File: config.mk
export PLATFORM = sky130hd
export DESIGN_NAME = exc_entry_ctrl
export DESIGN_NICKNAME = d
export VERILOG_FILES = /design/src/rtl/exc_pkg.sv /design/src/rtl/exc_arbiter.sv /design/src/rtl/exc_save_xform.sv /design/src/rtl/exc_vector_gen.sv /design/src/rtl/exc_entry_ctrl.sv
export SDC_FILE = /design/constraint.sdc
export NUM_CORES = 1
export LEC_CHECK = 0
export BUFFER_PORTS_ARGS = -buffer_cell sky130_fd_sc_hd__buf_2
export CORE_MARGIN = 2
export CORE_UTILIZATION = 40
export CTS_BUF_LIST = sky130_fd_sc_hd__clkbuf_8
export DETAILED_ROUTE_END_ITERATION = 8
export GPL_TIMING_DRIVEN = 0
export HOLD_SLACK_MARGIN = 0.02
export PLACE_DENSITY = 0.68
export SLEW_MARGIN = 20
export SYNTH_ARGS = -nofsm -noshare
export SYNTH_HDL_FRONTEND = slang
export SYNTH_SLANG_ARGS = --single-unit
File: constraint.sdc
create_clock -name clk_i -period 4.2 [get_ports clk_i]
set_input_delay 0.21 -clock clk_i [delete_from_list [all_inputs] [get_ports clk_i]]
set_output_delay 0.21 -clock clk_i [all_outputs]
set_load 0.05 [all_outputs]
File: src/rtl/exc_pkg.sv
package exc_pkg;
  localparam int XLEN = 32;
  // big-endian bit k sits at little-endian index XLEN-1-k
  localparam int MSR_ILE = XLEN - 1 - 15;
  localparam int MSR_ME  = XLEN - 1 - 19;
  localparam int MSR_IP  = XLEN - 1 - 25;
  localparam int MSR_RI  = XLEN - 1 - 30;
  localparam int MSR_LE  = XLEN - 1 - 31;
  // SRR1 keeps bit 0, bits 5..9 and 16..31 (big-endian)
  localparam logic [XLEN-1:0] SRR1_KEEP = 32'h87C0_FFFF;

  typedef enum logic [2:0] {
    EV_NONE, EV_SYSRST, EV_MCE, EV_DBG, EV_CHKSTOP, EV_RFI, EV_MSRLD
  } exc_ev_e;
endpackage

File: src/rtl/exc_arbiter.sv
module exc_arbiter
  import exc_pkg::*;
(
  input  logic    hard_rst_i,
  input  logic    soft_rst_i,
  input  logic    irq_i,
  input  logic    bus_err_i,
  input  logic    rfi_i,
  input  logic    msr_ld_i,
  input  logic    me_i,
  input  logic    dbg_en_i,
  input  logic    cs_i,
  output exc_ev_e ev_o
);
  always_comb begin
    ev_o = EV_NONE;
    if (hard_rst_i)                ev_o = EV_SYSRST;
    else if (cs_i)                 ev_o = EV_NONE;
    else if (soft_rst_i || irq_i)  ev_o = EV_SYSRST;
    else if (bus_err_i) begin
      if (me_i)                    ev_o = EV_MCE;
      else if (dbg_en_i)           ev_o = EV_DBG;
      else                         ev_o = EV_CHKSTOP;
    end
    else if (rfi_i)                ev_o = EV_RFI;
    else if (msr_ld_i)             ev_o = EV_MSRLD;
  end
endmodule

File: src/rtl/exc_save_xform.sv
module exc_save_xform
  import exc_pkg::*;
(
  input  logic [XLEN-1:0] msr_i,
  output logic [XLEN-1:0] srr1_o,
  output logic [XLEN-1:0] msr_ent_o
);
  assign srr1_o = msr_i & SRR1_KEEP;

  always_comb begin
    msr_ent_o         = '0;
    msr_ent_o[MSR_IP] = msr_i[MSR_IP];
    msr_ent_o[MSR_ME] = msr_i[MSR_ME];
    msr_ent_o[MSR_LE] = msr_i[MSR_ILE];
  end
endmodule

File: src/rtl/exc_vector_gen.sv
module exc_vector_gen #(
  parameter int          AW          = 32,
  parameter logic [31:0] VEC_HI_BASE = 32'hFFF0_0000,
  parameter logic [31:0] VEC_RST_OFF = 32'h0000_0100,
  parameter logic [31:0] VEC_MCE_OFF = 32'h0000_0200
) (
  input  logic          hi_i,
  input  logic          mce_i,
  output logic [AW-1:0] vec_o
);
  logic [AW-1:0] base, off;
  assign base  = hi_i  ? VEC_HI_BASE[AW-1:0] : '0;
  assign off   = mce_i ? VEC_MCE_OFF[AW-1:0] : VEC_RST_OFF[AW-1:0];
  assign vec_o = base + off;
endmodule

File: src/rtl/exc_entry_ctrl.sv
module exc_entry_ctrl
  import exc_pkg::*;
#(
  parameter logic [31:0] VEC_HI_BASE = 32'hFFF0_0000,
  parameter logic [31:0] VEC_RST_OFF = 32'h0000_0100,
  parameter logic [31:0] VEC_MCE_OFF = 32'h0000_0200,
  parameter logic [31:0] MSR_RST_VAL = 32'h0000_0040
) (
  input  logic        clk_i,
  input  logic        rst_ni,
  input  logic        irq_i,
  input  logic        soft_rst_i,
  input  logic        hard_rst_i,
  input  logic        bus_err_i,
  input  logic        rfi_i,
  input  logic        msr_ld_i,
  input  logic [31:0] msr_wd_i,
  input  logic [31:0] next_ea_i,
  input  logic        dbg_en_i,
  output logic [31:0] fetch_addr_o,
  output logic        fetch_vld_o,
  output logic [31:0] srr0_o,
  output logic [31:0] srr1_o,
  output logic [31:0] msr_o,
  output logic        checkstop_o,
  output logic        debug_entry_o,
  output logic        sys_rst_req_o
);
  exc_ev_e         ev;
  logic [XLEN-1:0] srr1_nx, msr_ent, vec;
  logic [XLEN-1:0] msr_q, srr0_q, srr1_q, fetch_q;
  logic            vld_q, cs_q, dbg_q, req_q;

  exc_arbiter u_arb (
    .hard_rst_i (hard_rst_i),
    .soft_rst_i (soft_rst_i),
    .irq_i      (irq_i),
    .bus_err_i  (bus_err_i),
    .rfi_i      (rfi_i),
    .msr_ld_i   (msr_ld_i),
    .me_i       (msr_q[MSR_ME]),
    .dbg_en_i   (dbg_en_i),
    .cs_i       (cs_q),
    .ev_o       (ev)
  );

  exc_save_xform u_xf (
    .msr_i     (msr_q),
    .srr1_o    (srr1_nx),
    .msr_ent_o (msr_ent)
  );

  exc_vector_gen #(
    .AW          (XLEN),
    .VEC_HI_BASE (VEC_HI_BASE),
    .VEC_RST_OFF (VEC_RST_OFF),
    .VEC_MCE_OFF (VEC_MCE_OFF)
  ) u_vec (
    .hi_i  (msr_q[MSR_IP]),
    .mce_i (ev == EV_MCE),
    .vec_o (vec)
  );

  always_ff @(posedge clk_i or negedge rst_ni) begin
    if (!rst_ni) begin
      msr_q   <= MSR_RST_VAL;
      srr0_q  <= '0;
      srr1_q  <= '0;
      fetch_q <= '0;
      vld_q   <= 1'b0;
      cs_q    <= 1'b0;
      dbg_q   <= 1'b0;
      req_q   <= 1'b0;
    end else begin
      vld_q <= 1'b0;
      dbg_q <= 1'b0;
      req_q <= 1'b0;
      unique case (ev)
        EV_SYSRST, EV_MCE: begin
          srr0_q  <= next_ea_i;
          srr1_q  <= srr1_nx;
          msr_q   <= msr_ent;
          fetch_q <= vec;
          vld_q   <= 1'b1;
          cs_q    <= 1'b0;  // only a hard reset reaches here in checkstop
        end
        EV_CHKSTOP: begin
          cs_q  <= 1'b1;
          req_q <= 1'b1;
        end
        EV_DBG: dbg_q <= 1'b1;
        EV_RFI: begin
          msr_q   <= srr1_q;
          fetch_q <= srr0_q;
          vld_q   <= 1'b1;
        end
        EV_MSRLD: msr_q <= msr_wd_i;
        default: ;
      endcase
    end
  end

  assign fetch_addr_o  = fetch_q;
  assign fetch_vld_o   = vld_q;
  assign srr0_o        = srr0_q;
  assign srr1_o        = srr1_q;
  assign msr_o         = msr_q;
  assign checkstop_o   = cs_q;
  assign debug_entry_o = dbg_q;
  assign sys_rst_req_o = req_q;
endmodule

Yosys cells after proc, flatten, opt, wreduce, memory -nomap -nowiden
Index checks and enable logic that the tools add are counted.
Word-level totals
  register bits after elaboration: 122
  output and inout bits: 132
  word-level logic and storage cells: 41
Operators by class
  equality and inequality tests: 6
  reductions and logical operators: 8
  add/subtract/negate cells: 1
  muxes and demuxes: 16
  bitwise gates (word level): 1
Operators by type and width (number)
  $pmux 32 s3: 1
  $pmux 32 s2: 1
  $add 32x32->32: 1
  $mux 32: 1
  $mux 3: 8
  $mux 10: 1
  $eq 3x3->1 const B: 3
  $eq 3x2->1 const B: 2
  $reduce_bool 2->1: 3
  $eq 3x1->1 const B: 1
  $mux 1: 3
  $reduce_bool 3->1: 1
  $reduce_or 3->1: 1
  $pmux 1 s2: 1
  $reduce_and 2->1: 1
  $reduce_or 2->1: 1
  $logic_or 1x1->1: 1
  $not 1->1: 1

Longest topological paths before layout
Gate-level depths: netlist of the first run.
  depth in word-level cells: 10
  gate-level depth with buffers: 13
  gate-level depth less buffers: 10

Cells and area by module
Synthesis of the first run repeated with hierarchy kept, for this count alone.
Second synthesis, totals
  cell total of the unflattened synthesis: 620
  area, all modules: 6809.0 um^2
Modules (own cells, without submodules)
  exc_entry_ctrl: cells an instance 511, seq. area each 3304.4 um^2, area each 6005.8 um^2, times used 1
  exc_save_xform: cells an instance 65, seq. area each 0.0 um^2, area each 484.2 um^2, times used 1
  exc_vector_gen: cells an instance 33, seq. area each 0.0 um^2, area each 240.2 um^2, times used 1
  exc_arbiter: cells an instance 11, seq. area each 0.0 um^2, area each 78.8 um^2, times used 1

Worst setup path before layout of the first run
OpenSTA, ideal clock, no wires.
  kind: register to register
  from: register cs_q, in the netlist checkstop_o
  to: register srr0_q[0], in the netlist srr0_o[0]
  setup slack: 1185 ps
  data arrival time: 2890 ps
  setup time: 125 ps
  cell stages (with the launch flop): 9
  required time: 4075 ps
  clock period less this slack: 3015 ps
  cells stage by stage: dfrtp_1 or4_4 a21oi_1 ha_1 clkbuf_1 nor2_1 nor2_2 buf_6 mux2_2
On the way
  longest elaborated chain between the ends: 4
Ends and longest elaborated chain
  start, declared: RTL line exc_entry_ctrl.sv:32  | logic vld_q, cs_q, dbg_q, req_q;
  start signal, assigned: RTL line exc_entry_ctrl.sv:71  | cs_q <= 1'b0;
  start signal, assigned: RTL line exc_entry_ctrl.sv:85  | cs_q <= 1'b0;
  start signal, assigned: RTL line exc_entry_ctrl.sv:88  | cs_q <= 1'b1;
  $mux 3 *: RTL line exc_arbiter.sv:18  | else if (cs_i) ev_o = EV_NONE;
  $mux 3 *: RTL line exc_arbiter.sv:17  | if (hard_rst_i) ev_o = EV_SYSRST;
  $eq 3x1->1 / $eq 3x2->1 (equally long branches): RTL line exc_entry_ctrl.sv:78  | unique case (ev)
  $reduce_or 2->1 *: RTL line exc_entry_ctrl.sv:78
  end signal, assigned: RTL line exc_entry_ctrl.sv:80  | srr0_q <= next_ea_i;
  end, declared: RTL line exc_entry_ctrl.sv:31  | logic [XLEN-1:0] msr_q, srr0_q, srr1_q, fetch_q;
Mark *: on every way between the ends. The rest lies on a longest branch, timed or not.
A chain may end at the register's enable or synchronous reset.

Worst setup path after layout of the first run
  from: register cs_q, in the netlist checkstop_o
  to: register srr1_q[23], in the netlist srr1_o[23]
On the way
  longest elaborated chain between the ends: 4
Ends and longest elaborated chain
  $mux 3 *: RTL line exc_arbiter.sv:18
  $mux 3 *: RTL line exc_arbiter.sv:17
  $eq 3x1->1 / $eq 3x2->1 (equally long branches): RTL line exc_entry_ctrl.sv:78
  $reduce_or 2->1 *: RTL line exc_entry_ctrl.sv:78
  end signal, assigned: RTL line exc_entry_ctrl.sv:81  | srr1_q <= srr1_nx;
  end, declared: RTL line exc_entry_ctrl.sv:31
Marks and branches as above.

==> results of run 1 <==
## registers in the layout, indices dropped and copies added, names as in the netlist
register and flops:
checkstop_o 1, debug_entry_o 1, fetch_addr_o 32, fetch_vld_o 1, msr_o 32, srr0_o 32, srr1_o 22, sys_rst_req_o 1
## through the flow
stage	area (µm²)	utilization (%)
after floorplan	5100	-
after global placement	6290	50.2
after detailed placement	6320	50.5
after CTS	7170	57.3
after global routing	7170	57.3
final	7170	57.3
## power by group through the flow
stage	Clock, mW	Combinational (mW)	Sequential, mW
2_1_floorplan	0	0.154	1.56
3_3_place_gp	0	0.562	1.31
3_5_place_dp	0	0.574	1.32
4_1_cts	1.13	0.606	1.30
5_1_grt	1.19	0.637	1.30
6_report	1.11	0.601	1.30
## final cells by class
type                            count  share of cell area [%]
Timing Repair Buffer              236                    19.8
Clock buffer                       21                    4.03
Clock inverter                     11                    2.01
Inverter                           13                   0.680
Multi-Input combinational cell    245                    24.5
Sequential cell                   122                    42.6
Tap cell                          172                    3.00
Buffer                             40                    3.40
## logic make-up after synthesis
group,Yosys count,share of synthesized area (%)
AOI/OAI and AO/OA,107,14.0
adders and majority gates,5,1.23
buffers and inverters,53,5.77
DFF,122,60.2
muxes,54,12.0
other,1,0.0739
and+or+nand+nor,69,6.74
## worst max-delay path: stages (launching register included)
cell      delay, ns
dfrtp_1        0.43
or4_4          0.60
a21oi_1        0.26
ha_1           0.19
clkbuf_1       0.37
nor2_1         0.13
nor2_2         0.61
buf_6          0.26
mux2_2         0.36
## synth_stat cells, drive strengths merged, types with 2 or more instances
master / n
nand2: 18
o2bb2ai: 2
inv: 13
a21oi: 34
nor4: 2
dfrtp: 121
nand3: 12
clkbuf: 11
o21ai: 25
mux2: 54
a22o: 19
nor3: 3
a22oi: 21
and2: 2
nor2: 25
ha: 5
buf: 29
## path summary, 6_finish.rpt
path                                   from                to  slack (ns)
setup / recovery                checkstop_o        srr1_o[23]        0.87
hold / removal                next_ea_i[26]        srr0_o[26]        0.05
setup reg to reg                checkstop_o        srr1_o[23]        0.87
hold reg to reg            fetch_addr_o[20]  fetch_addr_o[20]        0.48
max in group asynchronous            rst_ni         msr_o[18]        3.18
min in group asynchronous            rst_ni  fetch_addr_o[17]        0.32
## layer usage
layer / part of all wire, % / wire, µm / track usage (%) / up-vias
met5: 0 / 0 / 0 / -
met4: 2.2 / 295 / 8.39 / 0
met3: 6.4 / 858 / 5.71 / 23
met2: 49 / 6610 / 33.4 / 148
met1: 42 / 5600 / 24.6 / 2034
li1: - / - / - / 1971
==> impl_results.md, run 1 <==
- GRT Util Overall: 20.0%
- FF+latch count, synth: 122
- Hpwl dp: 9.33 mm
- Detailed Routing Iterations Pass 1: 4
- Dpl cells: 786
- Crit path DAT: 3.65 ns
- Critical path capture point type: flip-flop
- Initial antenna violation count: 0
- Tightest Pin Transition: 0.762 ns
- RSZ-0062 raised after global routing: no
- Fillers: 1061
- PortBufs: 193
- Highest-count cells in the layout ignoring fill and taps: buf_2, dfrtp_1, mux2_2
- Final setup fails: 0
- Synth Warn #: 0
- Post-synth ARST share: 100%
- CTS H-Tree Depth: 4
- Number of buffers added for setup after CTS: 0
- Core area: 12500 µm²
- Hold Worst Slack: 0.0483 ns
- First-pass GRT wire length: 20.6 mm
- VDD IR max: 0.246 mV
- Initial Utilization: 40.5%
- CP startpoint kind: flip-flop
- Die footprint: 13600 µm²
- Via/cell ratio: 4.86
- Top_reg_cell synth: dfrtp_1
- Dpl ws: 0.848 ns
- Yosys top cell by area: dfrtp_1
- Most common cell after layout, fill and taps aside: buf_2
- Slew headroom: 49.2%
- Crit Path Class: reg -> reg
- Area Growth Syn to Fin: 41.5%
- Layout cells sized above 1: 45.5%
- Final hold violation count: 0
- CTS Buffer Depth: 2
- Sink Count: 122
- Register area share after synthesis: 60.2%
- Via count: 4176
- Overall die height: 117 µm
- Iter 0 DRT Violations: 224
- Top-area cell type share of the netlist area: 59.7%
- Die span in x: 117 µm
- Drt wl/cell: 15.5 µm
- Outcome: finished, final reports clean
- Internal power: 2.08 mW
- Synth unique cells: 40
- Number of diodes: 0
- Slew Viols, Final: 0
- Final WL: 13.4 mm
- Logic pwr share: 20.0%
- WP data required: 4.52 ns
- Psw: 934 µW
- Flop pwr share: 43.1%
- Cts bufs inserted: 17
- Hold Crit Depth: 2
- # nets final: 753
- Number of synthesized flops with an enable pin: 0
- Worst Hold Class: in -> reg
- Final period util: 79.4%
- Post-route ant nets: 0
- Switching Fraction: 31.0%
- Post-Syn Area: 5070 µm²
- Pwr Density: 420 nW/µm²
- Mapped Cells: 411
- Worst reg2reg path depth: 8
- Seq. cell area: 3050 µm²
- TritonCTS clock tree: built
- Cells taking the most area after synthesis: dfrtp_1, mux2_2, a21oi_1
- Multi-input logic area: 1760 µm²
- Clock Skew: 0.0109 ns
- Number of top-level pins: 205
- Core Rows: 41
- Maximum fanout along the worst path: 10
- Worst skew pair latency: 0.44 ns
- Largest net degree at the start of global routing: 63
- Non-filler cells, final: 860
- Number of global-route vias before repair: 4162
- Clock group share of total power: 37.0%
- Post-route DRC: 0
- Reg clk slew, reported paths: 0.07 ns
- RePlAce Congestion: 0.808
- Fmax: 0.300 GHz
- # Max-Cap Violations: 0
- Hold buffer count at cts: 42
- Root Driver: clkbuf_8
- Overflow after GRT: 0
- Final Critical Period: 3.33 ns
- Total power: 3.01 mW
- Avg Cell Area, Syn: 12.3 µm²
- Leakage: 3.68 nW
- Worst setup margin: 0.867 ns
- Total negative slack: 0 ns
- Post-CTS sizing: 0
No activity file was read; power rests on OpenSTA's default activity.
==> inputs of run 2 (changes only) <==
- clock period: 4.2 -> 3.4 ns (I/O delays scaled with it)
==> run 2 against run 1 <==
  * Die area did not move
  * Non-clock buffer count rose by 1
  * Wire length rose by 0.73%
  * Critical endpoint is now msr_o[5]
==> impl_results.md, run 2 (same netlist as run 1, synthesis figures left out) <==
- Highest-count cells in the layout ignoring fill and taps: buf_2, dfrtp_1, mux2_2
- # nets final: 754
- Detailed Routing Iterations Pass 1: 4
- Initial antenna violation count: 0
- Max stage delay on crit path: 0.49 ns
- Layout cells sized above 1: 45.7%
- Via/cell ratio: 4.88
- Outcome: finished, final reports clean
- Iter 0 DRT Violations: 238
- Non-filler cells, final: 861
- Initial Utilization: 40.5%
- Delay-heaviest family, CP: buffers and inverters
- Dpl cells: 786
- Crit Path Class: reg -> reg
- Final Critical Period: 2.99 ns
- # Max-Cap Violations: 0
- WP data required: 3.75 ns
- Final WL: 13.5 mm
- Number of global-route vias before repair: 4172
- Sink Count: 122
- Largest net degree at the start of global routing: 63
- WP buf/inv: 4
- Stages on the worst setup path: 10
- First-pass GRT wire length: 20.7 mm
- Most common cell after layout, fill and taps aside: buf_2
- Hpwl dp: 9.33 mm
- Via count: 4205
- Drt wl/cell: 15.6 µm
- Reg clk slew, reported paths: 0.07 ns
- Worst reg2reg path depth: 10
- Post-route ant nets: 0
- PortBufs: 193
- RSZ-0062 raised after global routing: no
- Crit-path cells: o21ai_0, a21oi_1, inv_1, ha_1, clkbuf_1, inv_1, nor4_4, buf_2, a22oi_1, a21oi_1
- R2R Setup Slk: 0.41 ns
- Area Growth Syn to Fin: 42.0%
- Overall die height: 117 µm
- CP startpoint kind: flip-flop
- Overflow after GRT: 0
- Hold Crit Depth: 3
- Total negative slack: 0 ns
- Number of buffers added for setup after CTS: 0
- VDD IR max: 0.304 mV
- Critical path capture point type: flip-flop
- TritonCTS clock tree: built
- Die footprint: 13600 µm²
- RePlAce Congestion: 0.808
- Number of top-level pins: 205
- Root Driver: clkbuf_8
- Slowest CP cell: nor4_4
- Maximum fanout along the worst path: 10
- Post-route DRC: 0
- CTS H-Tree Depth: 4
- Clock Skew: 0.0116 ns
- Pwr Density: 517 nW/µm²
- Fmax: 0.334 GHz
- Core Rows: 41
- Leakage: 3.70 nW
- Crit path DAT: 3.34 ns
- Worst skew pair latency: 0.44 ns
- CTS Buffer Depth: 2
- GRT Util Overall: 20.1%
- Final period util: 88.0%
- Worst Hold Class: in -> reg
- Cts bufs inserted: 17
- Slew headroom: 60.3%
- Final hold violation count: 0
- Slew Viols, Final: 0
- Final setup fails: 0
- Die span in x: 117 µm
- Number of diodes: 0
- Tightest Pin Transition: 0.596 ns
- Core area: 12500 µm²
[run 2: final timing paths]
kind	startpoint	end
min in group asynchronous	rst_ni	fetch_addr_o[17]
max in group asynchronous	rst_ni	msr_o[18]
min reg2reg	fetch_addr_o[20]	fetch_addr_o[20]
min	msr_wd_i[22]	msr_o[22]
max reg2reg	msr_o[12]	msr_o[5]
max	msr_o[12]	msr_o[5]
[run 2: repair_timing]
item,4_1_cts,5_1_grt
gates resized for setup,0,6
endpoints found under the setup margin,0,72
endpoints found under the hold margin,102,0
hold buffers,43,0
[run 2: power breakdown]
| part | leakage [nW] | internal (mW) | switching, mW |
|---|---|---|---|
| sequential | 1.60 | 1.54 | 0.0630 |
| clock | 0.215 | 0.800 | 0.574 |
| combinational | 1.88 | 0.228 | 0.518 |
| total | 3.70 | 2.57 | 1.16 |
[run 2: tightest hold or removal path: stages]
cell and delay (ns):
buf_2 0.07, a22oi_1 0.06, a21oi_1 0.14
[run 2: per-stage QoR]
stage | area [µm²] | setup slack, ns | hold WS (ns) | utilization (%) | total power, mW
after global routing | 7200 | 0.0973 | 0.0404 | 57.5 | 3.87
after global placement | 6290 | 0.0911 | 0.397 | 50.2 | 2.31
after detailed placement | 6320 | 0.0485 | 0.190 | 50.5 | 2.34
after floorplan | 5100 | 0.385 | -0.126 | - | 2.11
after CTS | 7180 | 0.00280 | 0.0294 | 57.4 | 3.75
final | 7200 | 0.409 | 0.0548 | 57.5 | 3.72
[run 2: cell type report]
type                            count  area (µm²)
Multi-Input combinational cell    245        1770
Timing Repair Buffer              237        1430
Tap cell                          172         215
Inverter                           13        48.8
Sequential cell                   122        3050
Clock buffer                       21         289
Buffer                             40         246
Clock inverter                     11         144
Fill cell                        1060        5320
[run 2: layer usage]
| layer | share of wire (%) | track usage [%] | routed length (µm) | vias up |
|---|---|---|---|---|
| met5 | 0 | 0 | 0 | - |
| met4 | 2.1 | 8.39 | 281 | 0 |
| met3 | 6.2 | 5.71 | 838 | 21 |
| met2 | 50 | 33.7 | 6750 | 152 |
| met1 | 42 | 24.5 | 5600 | 2059 |
| li1 | - | - | - | 1973 |
